--- config.mk ---
export PLATFORM = sky130hd
export DESIGN_NAME = keyed_watchdog
export DESIGN_NICKNAME = d
export VERILOG_FILES = /design/src/rtl/wdog_pkg.sv /design/src/rtl/wdog_key_fsm.sv /design/src/rtl/wdog_ctrl_reg.sv /design/src/rtl/wdog_prescaler.sv /design/src/rtl/wdog_counter.sv /design/src/rtl/keyed_watchdog.sv
export SDC_FILE = /design/constraint.sdc
export NUM_CORES = 1
export LEC_CHECK = 0
export ABC_CLOCK_PERIOD_IN_PS = 2910
export CAP_MARGIN = 10
export CORE_ASPECT_RATIO = 0.5
export CORE_MARGIN = 8
export CORE_UTILIZATION = 55
export CTS_CLUSTER_SIZE = 20
export DETAILED_ROUTE_END_ITERATION = 12
export GPL_TIMING_DRIVEN = 0
export HOLD_SLACK_MARGIN = 0.02
export PLACE_DENSITY = 0.78
export SLEW_MARGIN = 15
export SYNTH_ARGS = -nofsm -noshare
export SYNTH_HDL_FRONTEND = slang
export SYNTH_HIERARCHICAL = 1
export SYNTH_SLANG_ARGS = --single-unit
--- constraint.sdc ---
create_clock -name clk_i -period 2.91 [get_ports clk_i]
set_input_delay 0.4365 -clock clk_i [delete_from_list [all_inputs] [get_ports clk_i]]
set_output_delay 0.4365 -clock clk_i [all_outputs]
set_load 0.02 [all_outputs]
--- src/rtl/wdog_pkg.sv ---
package wdog_pkg;
    localparam int DATA_W  = 16;
    localparam int ADDR_W  = 2;
    localparam int TMO_W   = 8;
    localparam int TMO_LSB = 8;
    localparam int EN_BIT  = 2;

    localparam logic [ADDR_W-1:0] OFF_CTRL = 2'd0;
    localparam logic [ADDR_W-1:0] OFF_SVC  = 2'd2;

    localparam logic [DATA_W-1:0] KEY_FIRST  = 16'h5555;
    localparam logic [DATA_W-1:0] KEY_SECOND = 16'hAAAA;

    typedef enum logic [0:0] {
        KS_IDLE  = 1'b0,
        KS_ARMED = 1'b1
    } key_state_e;

    typedef enum logic [0:0] {
        CFG_OPEN   = 1'b0,
        CFG_LOCKED = 1'b1
    } cfg_state_e;
endpackage

--- src/rtl/wdog_key_fsm.sv ---
module wdog_key_fsm
    import wdog_pkg::*;
(
    input  logic              clk_i,
    input  logic              rst_ni,
    input  logic              wr_i,
    input  logic [DATA_W-1:0] data_i,
    output logic              kick_o
);
    key_state_e state_q, state_d;

    always_ff @(posedge clk_i or negedge rst_ni) begin
        if (!rst_ni) state_q <= KS_IDLE;
        else         state_q <= state_d;
    end

    always_comb begin
        state_d = state_q;
        if (wr_i) begin
            unique case (state_q)
                KS_IDLE:  state_d = (data_i == KEY_FIRST) ? KS_ARMED : KS_IDLE;
                KS_ARMED: state_d = (data_i == KEY_FIRST) ? KS_ARMED : KS_IDLE;
                default:  state_d = KS_IDLE;
            endcase
        end
    end

    always_comb begin
        kick_o = 1'b0;
        unique case (state_q)
            KS_IDLE:  kick_o = 1'b0;
            KS_ARMED: kick_o = wr_i && (data_i == KEY_SECOND);
            default:  kick_o = 1'b0;
        endcase
    end
endmodule

--- src/rtl/wdog_ctrl_reg.sv ---
module wdog_ctrl_reg
    import wdog_pkg::*;
(
    input  logic              clk_i,
    input  logic              rst_ni,
    input  logic              wr_i,
    input  logic [DATA_W-1:0] data_i,
    output logic [TMO_W-1:0]  tmo_o,
    output logic              en_o
);
    cfg_state_e       state_q, state_d;
    logic [TMO_W-1:0] tmo_q, tmo_d;

    always_ff @(posedge clk_i or negedge rst_ni) begin
        if (!rst_ni) begin
            state_q <= CFG_OPEN;
            tmo_q   <= '0;
        end else begin
            state_q <= state_d;
            tmo_q   <= tmo_d;
        end
    end

    always_comb begin
        state_d = state_q;
        tmo_d   = tmo_q;
        unique case (state_q)
            CFG_OPEN: begin
                if (wr_i) begin
                    tmo_d = data_i[TMO_LSB +: TMO_W];
                    if (data_i[EN_BIT]) state_d = CFG_LOCKED;
                end
            end
            CFG_LOCKED: begin
                state_d = CFG_LOCKED;
            end
            default: state_d = CFG_OPEN;
        endcase
    end

    always_comb begin
        tmo_o = tmo_q;
        en_o  = (state_q == CFG_LOCKED);
    end

    a_r3_en_sticky: assert property (@(posedge clk_i) disable iff (!rst_ni)
        en_o |=> en_o);
    a_r3_tmo_locked: assert property (@(posedge clk_i) disable iff (!rst_ni)
        en_o |=> $stable(tmo_o));
endmodule

--- src/rtl/wdog_prescaler.sv ---
module wdog_prescaler #(
    parameter int DIV = 100_000_000
) (
    input  logic clk_i,
    input  logic rst_ni,
    input  logic en_i,
    input  logic clr_i,
    output logic tick_o
);
    localparam int CW = (DIV > 1) ? $clog2(DIV) : 1;
    localparam logic [CW-1:0] LAST = CW'(DIV - 1);

    logic [CW-1:0] cnt_q;

    always_ff @(posedge clk_i or negedge rst_ni) begin
        if (!rst_ni)                    cnt_q <= '0;
        else if (!en_i || clr_i)        cnt_q <= '0;
        else if (cnt_q == LAST)         cnt_q <= '0;
        else                            cnt_q <= cnt_q + 1'b1;
    end

    assign tick_o = en_i && !clr_i && (cnt_q == LAST);
endmodule

--- src/rtl/wdog_counter.sv ---
module wdog_counter
    import wdog_pkg::*;
(
    input  logic             clk_i,
    input  logic             rst_ni,
    input  logic             en_i,
    input  logic             kick_i,
    input  logic             tick_i,
    input  logic [TMO_W-1:0] tmo_i,
    output logic             expire_o
);
    logic [TMO_W-1:0] elapsed_q;
    logic             expire_q;
    logic             at_limit;

    assign at_limit = (elapsed_q == tmo_i);

    always_ff @(posedge clk_i or negedge rst_ni) begin
        if (!rst_ni) begin
            elapsed_q <= '0;
        end else if (!en_i || kick_i) begin
            elapsed_q <= '0;
        end else if (tick_i) begin
            elapsed_q <= at_limit ? '0 : elapsed_q + 1'b1;
        end
    end

    always_ff @(posedge clk_i or negedge rst_ni) begin
        if (!rst_ni) expire_q <= 1'b0;
        else         expire_q <= en_i && !kick_i && tick_i && at_limit;
    end

    assign expire_o = expire_q;

    a_r5_elapsed_bounded: assert property (@(posedge clk_i) disable iff (!rst_ni)
        en_i |-> (elapsed_q <= tmo_i));
    a_r6_single_pulse: assert property (@(posedge clk_i) disable iff (!rst_ni)
        expire_o |=> !expire_o);
endmodule

--- src/rtl/keyed_watchdog.sv ---
module keyed_watchdog
    import wdog_pkg::*;
#(
    parameter int TICK_DIV = 100_000_000
) (
    input  logic              clk_i,
    input  logic              rst_ni,
    input  logic              bus_sel_i,
    input  logic              bus_we_i,
    input  logic [ADDR_W-1:0] bus_addr_i,
    input  logic [DATA_W-1:0] bus_wdata_i,
    output logic [DATA_W-1:0] bus_rdata_o,
    output logic              wdog_rst_o
);
    logic             wr_ctrl, wr_svc;
    logic [TMO_W-1:0] tmo;
    logic             en;
    logic             kick;
    logic             tick;

    assign wr_ctrl = bus_sel_i && bus_we_i && (bus_addr_i == OFF_CTRL);
    assign wr_svc  = bus_sel_i && bus_we_i && (bus_addr_i == OFF_SVC);

    wdog_ctrl_reg u_ctrl (
        .clk_i  (clk_i),
        .rst_ni (rst_ni),
        .wr_i   (wr_ctrl),
        .data_i (bus_wdata_i),
        .tmo_o  (tmo),
        .en_o   (en)
    );

    wdog_key_fsm u_keys (
        .clk_i  (clk_i),
        .rst_ni (rst_ni),
        .wr_i   (wr_svc),
        .data_i (bus_wdata_i),
        .kick_o (kick)
    );

    wdog_prescaler #(.DIV(TICK_DIV)) u_presc (
        .clk_i  (clk_i),
        .rst_ni (rst_ni),
        .en_i   (en),
        .clr_i  (kick),
        .tick_o (tick)
    );

    wdog_counter u_cnt (
        .clk_i    (clk_i),
        .rst_ni   (rst_ni),
        .en_i     (en),
        .kick_i   (kick),
        .tick_i   (tick),
        .tmo_i    (tmo),
        .expire_o (wdog_rst_o)
    );

    always_comb begin
        bus_rdata_o = '0;
        if (bus_addr_i == OFF_CTRL) begin
            bus_rdata_o[TMO_LSB +: TMO_W] = tmo;
            bus_rdata_o[EN_BIT]           = en;
        end
    end

    a_r11_no_pulse_disabled: assert property (@(posedge clk_i) disable iff (!rst_ni)
        wdog_rst_o |-> en);
    a_r10_service_blocks_pulse: assert property (@(posedge clk_i) disable iff (!rst_ni)
        (kick && en) |=> !wdog_rst_o);
endmodule

== Word-level counts from Yosys, hierarchy flattened ==
Index checks and enable logic that the tools add are counted.
Word-level totals
  register bits: 46
  input port bits: 22
  output and inout port bits: 17
  word-level logic and storage cells: 41
Cells by class
  add/sub/neg operators: 2
  eq/ne operators: 5
  multiplexer cells: 12
  bitwise gates (word level): 2
  reduce and logical (&&, ||, !) cells: 14
Operators with widths (count)
  2-to-1 mux 27 bit: 2
  2-to-1 mux 8 bit: 4
  adder 27 x 1 -> 27 bit, second input constant: 1
  equality test 27 bit, second input constant: 1
  equality test 16 x 15 -> 1 bit, second input constant: 1
  equality test 16 bit, second input constant: 1
  adder 8 x 1 -> 8 bit, second input constant: 1
  equality test 8 bit: 1
  logical AND 1 bit: 8
  2-to-1 mux 1 bit: 4
  one-hot mux 1 bit (2 select lines): 2
  equality test 2 bit, second input constant: 1
  logical NOT 1 bit: 2
  logical NOT 2 bit: 1
  NOT 1 bit: 2
  AND reduction 2 bit: 1
  nonzero test 2 bit: 1
  logical OR 1 bit: 1

== Depth between registers and ports, before layout ==
Gate-level depths: netlist (run 1).
  depth after elaboration: 9
  gate-level depth with buffers: 10
  depth with buffers taken out: 9

== By module ==
Netlist (run 1), hierarchy kept.
Modules (own cells, without submodules)
  wdog_prescaler: instances 1, cells an instance 146, area each 1465.2 um^2, sequential area each 675.6 um^2
  wdog_counter: instances 1, cells an instance 62, area each 606.8 um^2, sequential area each 225.2 um^2
  wdog_ctrl_reg: instances 1, cells an instance 20, area each 379.1 um^2, sequential area each 225.2 um^2
  keyed_watchdog: instances 1, cells an instance 21, area each 168.9 um^2, sequential area each 0.0 um^2
  wdog_key_fsm: instances 1, cells an instance 17, area each 151.4 um^2, sequential area each 25.0 um^2

== Least setup slack after synthesis (run 1) ==
OpenSTA, ideal clock, no wires.
  kind: input -> register
  from: input bus_addr_i[0]
  to: register u_cnt.elapsed_q[2]
  setup time: 0.101 ns
  data arrival time: 2.098 ns
  required time: 2.809 ns
  path slack: 0.711 ns
  cell stages on the path: 9
  buffers on the path: 1
  path through: buf_6 -> and4b_1 -> nand3_1 -> nor3_1 -> nand2b_1 -> nor4_1 -> nor3b_1 -> nand2_1 -> o311ai_2
Between the ends
  longest elaborated chain between the ends: 8
  elaborated cells between the ends (all ways): 10
  classes of those cells: eq/ne (1); mux (2); reduce/logical (7)
RTL lines
  start, declared: RTL line keyed_watchdog.sv:10  | input logic [ADDR_W-1:0] bus_addr_i,
  equality test 2 bit: RTL line keyed_watchdog.sv:22  | assign wr_svc = bus_sel_i && bus_we_i && (bus_addr_i == OFF_SVC);
  logical AND 1 bit: RTL line keyed_watchdog.sv:22
  via wr_svc: RTL line keyed_watchdog.sv:15  | logic wr_ctrl, wr_svc;
  logical AND 1 bit: RTL line wdog_key_fsm.sv:32  | KS_ARMED: kick_o = wr_i && (data_i == KEY_SECOND);
  one-hot mux 1 bit (2 select lines): RTL line wdog_key_fsm.sv:30  | unique case (state_q)
  via kick: RTL line keyed_watchdog.sv:18  | logic kick;
  logical NOT 1 bit: RTL line wdog_prescaler.sv:22  | assign tick_o = en_i && !clr_i && (cnt_q == LAST);
  logical AND 1 bit (2 in series): RTL line wdog_prescaler.sv:22
  via tick: RTL line keyed_watchdog.sv:19  | logic tick;
  nonzero test 2 bit (no line)
  end signal, assigned: RTL line wdog_counter.sv:24  | elapsed_q <= at_limit ? '0 : elapsed_q + 1'b1;
  end, declared: RTL line wdog_counter.sv:12  | logic [TMO_W-1:0] elapsed_q;
The timed path passes the listed nets, and every way through them passes these cells.
A chain may end at the register's enable or synchronous reset.

== Worst setup path in the final report (run 1) ==
  from: input bus_addr_i[0]
  to: register u_cnt.elapsed_q[5]
The elaborated chain is that of the path after synthesis.

==> summary.txt, run 1 <==
Setup path
  – FF-to-FF Start: u_presc/cnt_q[0]
  – Worst Path Max Fanout: 10
  – R2r worst-path depth: 9
  – Startpoint Class: input pin
  – RR Endpoint: u_cnt/elapsed_q[5]
  – Crit path required time: roughly 3.1 ns
  – Setup CP Type: in -> reg
  – R2R setup slack: roughly 0.47 ns
  – Worst EP arrival: 2.97 ns
  – Worst Setup End Kind: register

Yosys
  – Async S/R FF share, synth: 100%
  – Seq/Total Area, Yosys: between 40 and 50%
  – Top FF cell, synth: dfrtp_1
  – EDFF count, synth: 0
  – Top post-synthesis cells by count: dfrtp_1 (46), nand2_1 (22), nor2_1 (16), a21oi_1 (13), nand3_1 (12)
  – Most common cell in the netlist: dfrtp_1
  – Syn_area_per_cell: approximately 10 um2
  – Synth top area cells: dfrtp_1 (42%), mux2_4 (4.3%), xor2_1 (3.5%)
  – Yosys Warn Count: 6
  – Distinct cells, synth: 48
  – Synth area leader: dfrtp_1
  – Mapped Cells: 266
  – FF+latch count, synth: 46
  – Mapped Area: roughly 2800 um2
  – Top-area cell type share of the netlist area: 41.5%

Power and ir drop
  – P per Cell Area: 477 nW/um2
  – Leakage: 1.33 nW
  – Worst VDD drop: between 0.0002 and 0.00025 V

Floorplanning
  – Core Footprint: 4890 um2
  – Row count: 18
  – Die Ht: around 66 um
  – IO Pins: 39
  – Initial core utilization: 56.7%
  – Die area: a little under 8000 um2
  – Die W: 116 um

STA
  – Clock skew: 0.00684 ns
  – Post-route minimum period: 2.75 ns
  – Setup repair after global routing missed its margin: no
  – Max Clock Freq: around 360 MHz
  – Slew Limit Fails: 0
  – Slew headroom: 64.7%
  – Final period util: 94.4%
  – Final Hold Fails: 0
  – Fin Setup TNS: 0 ns
  – Endpoints failing setup: 0
  – Worst Tran Pin Value: 0.527 ns

Place
  – DP HPWL: 4500 um
  – Final GP Congestion: about 0.83
  – Port Buffers: 31

Detailed routing
  – Met1 Wirelength: about 2700 um
  – 1st-pass router iterations: 4
  – Routed wire length per instance: 15.2 um
  – Met3 wire len: 259 um
  – Met2 Routed Length: between 2000 and 3000 um
  – DRT iter0 DRCs: about 160
  – Antenna Nets Post-Route: 0
  – DR DRC count: 0
  – Vias per cell: approximately 5.6
  – Vias: 2,148
  – Total Wirelength: 5830 um
  – Top sig layer: met4

Finish
  – Final core occ: 67.7%
  – Fillers: approximately 380
  – Sequential cell area: roughly 1200 um2
  – Area Growth Syn to Fin: 19.4%
  – Layout Nets: 335
  – Layout cells sized above 1: 17.6%
  – Multi-input logic area: 1480 um2
  – # diodes: 0

CTS
  – Clock-pin slew on the worst setup and hold paths: around 0.09 ns
  – Clock root cell: clkbuf_8
  – Clock sink count: 46
  – CTS tree: built
  – Total CTS buffers: 5
  – Clock Latency Late Sink: 0.29 ns
  – Max Root-Sink Buffers: 2
  – Number of H-tree levels: 2
  – Hold Buf Count CTS: 0

GRT
  – Vias in the first global route: 2,144
  – GRT Residual Overflow: 0
  – Global-route usage over all layers: 16.1%
  – Initial antenna violation count: 0
  – First-pass GRT wire length: 9890 um
  – Largest net degree at the start of global routing: 33

Job
  – Maxcap violations: 0

Run status
  – Status: finished clean

Worst hold path
  – Tightest Hold Check Type: in -> async
## cell type report
| cell class | count | share of cell area (%) |
|---|---|---|
| plain buffers | 18 | 4.73 |
| clock buffers | 7 | 2.61 |
| clock inverters | 1 | 0.151 |
| inverters | 5 | 0.567 |
| multi-input cells | 203 | 44.7 |
| flip-flops and latches | 46 | 34.8 |
| well taps | 70 | 2.65 |
| repair buffers | 32 | 9.83 |
## placed cells by master, fill, tap and decap left out, types with 5 or more instances in the layout
cell type and count:
conb_1 7, mux2_4 8, dfrtp_1 46, xor2_1 11
a21oi_1 13, nand4_1 8, o21ai_1 6, clkbuf_8 6
nor2_1 16, buf_6 7, o31ai_1 9, and4_1 5
nand3_1 12, nand2_1 22, clkdlybuf4s50_1 30, or4_1 9
xnor2_1 10, inv_1 5, nor4bb_1 5, o21ai_0 6
nor3b_1 10, buf_4 9
## how the worst max path moves through the flow
stage | endpoint | from
floorplan | u_cnt/elapsed_q[2] | bus_addr_i[0]
global placement | u_cnt/elapsed_q[2] | bus_wdata_i[15]
detailed placement | u_cnt/elapsed_q[2] | bus_addr_i[1]
CTS | u_cnt/elapsed_q[2] | bus_addr_i[1]
global route | u_cnt/elapsed_q[5] | bus_addr_i[0]
finish | u_cnt/elapsed_q[5] | bus_addr_i[0]
## flip-flops by register name (all words and copies together), names as in the netlist
register	count
u_cnt/elapsed_q	8
u_cnt/expire_o	1
u_ctrl/en_o	1
u_ctrl/tmo_o	8
u_keys/state_q	1
u_presc/cnt_q	27
## cell families (layout without fill, tap and decap cells)
| family | count (synthesis) | count (layout) | synth area share (%) |
|---|---|---|---|
| AND/OR/NAND/NOR | 122 | 122 | 28.5 |
| flip-flops | 46 | 46 | 41.5 |
| AO/OA/AOI/OAI | 41 | 41 | 10.4 |
| XOR/XNOR | 23 | 23 | 7.81 |
| buffers and inverters | 23 | 63 | 6.32 |
| multiplexers | 8 | 8 | 4.33 |
| adder cells (fa/ha/maj) | 2 | 2 | 0.903 |
| other | 1 | 7 | 0.135 |
## per-layer routing
metal,vias up,GRT usage [%]
met4,0,4.96
met3,4,3.46
met2,45,27.8
met5,-,0
met1,1040,19.8
li1,1059,-
## per-stage QoR
stage               hold slack [ns]  area, um2  setup slack (ns)  total power, mW  cells
floorplan                     0.141       2790             0.711             1.05    272
global placement              0.473       3190            -0.222             1.17    373
detailed placement            0.367       3210            -0.272             1.19    374
CTS                          0.0417       3300            0.0334             1.60    382
global route                 0.0541       3310            0.0334             1.66    382
finish                       0.0446       3310             0.164             1.58    382
## report_power, final
part	internal, mW	switching [mW]	total (mW)
sequential	0.709	0.0825	0.792
clock	0.192	0.208	0.400
combinational	0.213	0.174	0.388
total	1.11	0.464	1.58
## worst max-delay path, stage by stage
cell and delay (ns):
clkdlybuf4s50_1 0.50, buf_6 0.15, and4b_1 0.24, nand3_1 0.09, nor3_1 0.09, nand2b_1 0.20, nor4_2 0.37, nand3b_1 0.26
nor4bb_1 0.37, o21ai_0 0.17, o211ai_1 0.10
## what timing repair did
action                                  CTS  global route
resized for setup                         0             2
buffers inserted                          0             0
endpoints found under the setup margin    0             8
hold endpoints to repair                  0             0
No activity file was read; power rests on OpenSTA's default activity.
==> run 2: changes to the inputs <==
--- a/config.mk
+++ b/config.mk
@@ -10,11 +10,11 @@
 export CORE_ASPECT_RATIO = 0.5
 export CORE_MARGIN = 8
 export CORE_UTILIZATION = 55
-export CTS_CLUSTER_SIZE = 20
 export DETAILED_ROUTE_END_ITERATION = 12
 export GPL_TIMING_DRIVEN = 0
 export HOLD_SLACK_MARGIN = 0.02
 export PLACE_DENSITY = 0.78
+export SETUP_SLACK_MARGIN = 0.15
 export SLEW_MARGIN = 15
 export SYNTH_ARGS = -nofsm -noshare
 export SYNTH_HDL_FRONTEND = slang
==> run 2 against run 1 <==
  * Register-to-register slack about the same
  * Clock skew increased by 0.0012 ns
  * Via count decreased by 0.47%
  * Fmax increased by 3.6%
  * Core utilization increased by 0.56 points
  * Sequential share of layout area decreased by 0.29 points
  * Hold slack improved by 0.0017 ns
  * Combinational power increased by 1%
  * First-iteration DRC count decreased by 20%
  * Setup slack improved by 0.096 ns
  * Count of clock-buffer cells in the layout unchanged
  * Critical path type unchanged
  * Largest power group unchanged
==> summary.txt, run 2 (synthesized netlist as in run 1, its figures left out) <==
Run status
  – Status: finished clean

CTS
  – Hold Buf Count CTS: 0 (unchanged)
  – CTS tree: built
  – Clock-pin slew on the worst setup and hold paths: 0.09 ns (about the same)
  – Post-CTS setup buffers: 0 (unchanged)
  – Total CTS buffers: 5 (unchanged)
  – Clock Latency Late Sink: 0.30 ns (about the same)
  – Number of H-tree levels: 2 (unchanged)
  – Clock sink count: 46 (unchanged)
  – Max Root-Sink Buffers: 2 (unchanged)
  – Clock root cell: clkbuf_8

Power and ir drop
  – Leakage: 1.34 nW (+0.59%)
  – Worst VDD drop: 0.000231 V (-0.23%)
  – P per Cell Area: 475 nW/um2 (-0.48%)

Detailed routing
  – DR DRC count: 0 (unchanged)
  – Met2 Routed Length: 2870 um (+1.3%)
  – Antenna Nets Post-Route: 0 (unchanged)
  – Total Wirelength: 5820 um (about the same)
  – Top sig layer: met4
  – 1st-pass router iterations: 4 (unchanged)
  – Vias per cell: 5.60 (-0.47%)
  – Met1 Wirelength: 2680 um (-0.11%)
  – Vias: 2,138 (-0.47%)
  – Routed wire length per instance: 15.2 um (about the same)
  – DRT iter0 DRCs: 125 (-20%)
  – Met3 wire len: 218 um (-16%)

Floorplanning
  – Die W: 116 um (unchanged)
  – Core Footprint: 4890 um2 (unchanged)
  – Die Ht: 66.2 um (unchanged)
  – IO Pins: 39 (unchanged)
  – Die area: 7700 um2 (unchanged)
  – Initial core utilization: 56.7% (unchanged)
  – Row count: 18 (unchanged)

GRT
  – Initial antenna violation count: 0 (unchanged)
  – Global-route usage over all layers: 16.1% (unchanged)
  – Vias in the first global route: 2,144 (unchanged)
  – GRT Residual Overflow: 0 (unchanged)
  – First-pass GRT wire length: 9890 um (unchanged)
  – Largest net degree at the start of global routing: 33 (unchanged)

Setup path
  – Setup CP Type: in -> reg
  – Crit path required time: 3.13 ns (about the same)
  – RR Endpoint: u_cnt/elapsed_q[5]
  – FF-to-FF Start: u_presc/cnt_q[0]
  – R2r worst-path depth: 9 (unchanged)
  – Worst EP arrival: 2.87 ns (-0.10 ns)
  – Worst Path Max Fanout: 10 (unchanged)
  – Startpoint Class: input pin
  – Critical path capture point: u_cnt/elapsed_q[5]
  – Worst Setup End Kind: register
  – Worst Setup SP: bus_addr_i[0]
  – R2R setup slack: 0.47 ns (about the same)

Finish
  – Largest register by flop count: u_presc/cnt_q
  – Layout Nets: 335 (unchanged)
  – Commonest non-fill, non-tap cell in the layout: dfrtp_1
  – # diodes: 0 (unchanged)
  – Area Growth Syn to Fin: 20.4%
  – Final instance area: 3340 um2 (+0.83%)
  – Most frequent cells in the layout: dfrtp_1 (46), clkdlybuf4s50_1 (30), nand2_1 (22), nor2_1 (16), a21oi_1 (13)
  – Fillers: 376 (-1.3%)
  – Max reg flops: 27 (unchanged)
  – Final core occ: 68.3% (+0.56 points)
  – Layout cells sized above 1: 18.3% (+0.64 points)
  – Cell Count, Final, Fillers Out: 382 (unchanged)

STA
  – Final Hold Fails: 0 (unchanged)
  – Max Clock Freq: 377 MHz (+3.6%)
  – Post-route minimum period: 2.65 ns (-0.0960 ns)
  – Endpoints failing setup: 0 (unchanged)
  – Clock skew: 0.00808 ns (+0.00124 ns)
  – Final worst slack: 0.260 ns (+0.0960 ns)
  – Slew Limit Fails: 0 (unchanged)
  – Setup repair after global routing missed its margin: no
  – Final period util: 91.1% (-3.3 points)

Place
  – Placed Cells: 374 (unchanged)
  – Port Buffers: 31 (unchanged)
  – Final GP Congestion: 0.832 (unchanged)
  – DP HPWL: 4500 um (unchanged)
  – Post-Place Cell Area: 3210 um2 (unchanged)
  – Pre-CTS setup slack: -0.272 ns (unchanged)

Job
  – Maxcap violations: 0 (unchanged)

Worst hold path
  – Tightest Hold Check Type: in -> async
## run 2: cell counts in the layout (fill, tap and decap cells not counted)
No cell type changed its count.
## run 2: worst max-delay path, cell delays in order
cell	delay, ns
clkdlybuf4s50_1	0.50
buf_6	0.15
and4b_1	0.24
nand3_1	0.11
nor3_2	0.08
nand2b_4	0.16
nor4_4	0.34
nand3b_1	0.25
nor4bb_1	0.39
o21ai_1	0.13
o211ai_1	0.09
## run 2: per-layer routing
| layer | vias up | track usage (%) |
|---|---|---|
| li1 | 1058 | - |
| met1 | 1039 | 19.8 |
| met2 | 37 | 27.8 |
| met3 | 4 | 3.46 |
| met4 | 0 | 4.96 |
| met5 | - | 0 |
## run 2: worst min path at each step
stage | endpoint | slack, ns | cells past startpoint
5_1_grt | u_presc/cnt_q[11] | 0.05 | 1
6_report | u_presc/cnt_q[2] | 0.05 | 1
2_1_floorplan | u_cnt/elapsed_q[0] | 0.14 | 0
3_5_place_dp | u_presc/cnt_q[2] | 0.37 | 1
4_1_cts | u_presc/cnt_q[2] | 0.04 | 1
3_3_place_gp | u_presc/cnt_q[0] | 0.47 | 1
## run 2: per-stage QoR
step	hold WS, ns	TNS [ns]	power, mW
finish	0.0463	0	1.58
global route	0.0542	0	1.67
CTS	0.0417	0	1.60
detailed placement	0.367	-1.89	1.19
global placement	0.473	-1.43	1.17
floorplan	0.141	0	1.05
## run 2: cell type report
class / instances / area [um2] / share of cell area, %
multi-input combinational: 203 / 1510 / 45.1
sequential: 46 / 1150 / 34.5
timing repair buffer: 32 / 325 / 9.75
buffer: 18 / 156 / 4.69
tap: 70 / 87.6 / 2.62
clock buffer: 7 / 86.3 / 2.59
inverter: 5 / 18.8 / 0.562
clock inverter: 1 / 5.00 / 0.150
## run 2: power breakdown
| group | switching, mW | internal [mW] | total (mW) |
|---|---|---|---|
| registers | 0.0832 | 0.709 | 0.792 |
| logic | 0.176 | 0.218 | 0.393 |
| clock network | 0.207 | 0.192 | 0.399 |
## run 2: what timing repair did
action | 4_1_cts | 5_1_grt
pin swaps | 0 | 3
cloned | 0 | 0
gates resized for setup | 2 | 6
endpoints found under the setup margin | 8 | 5
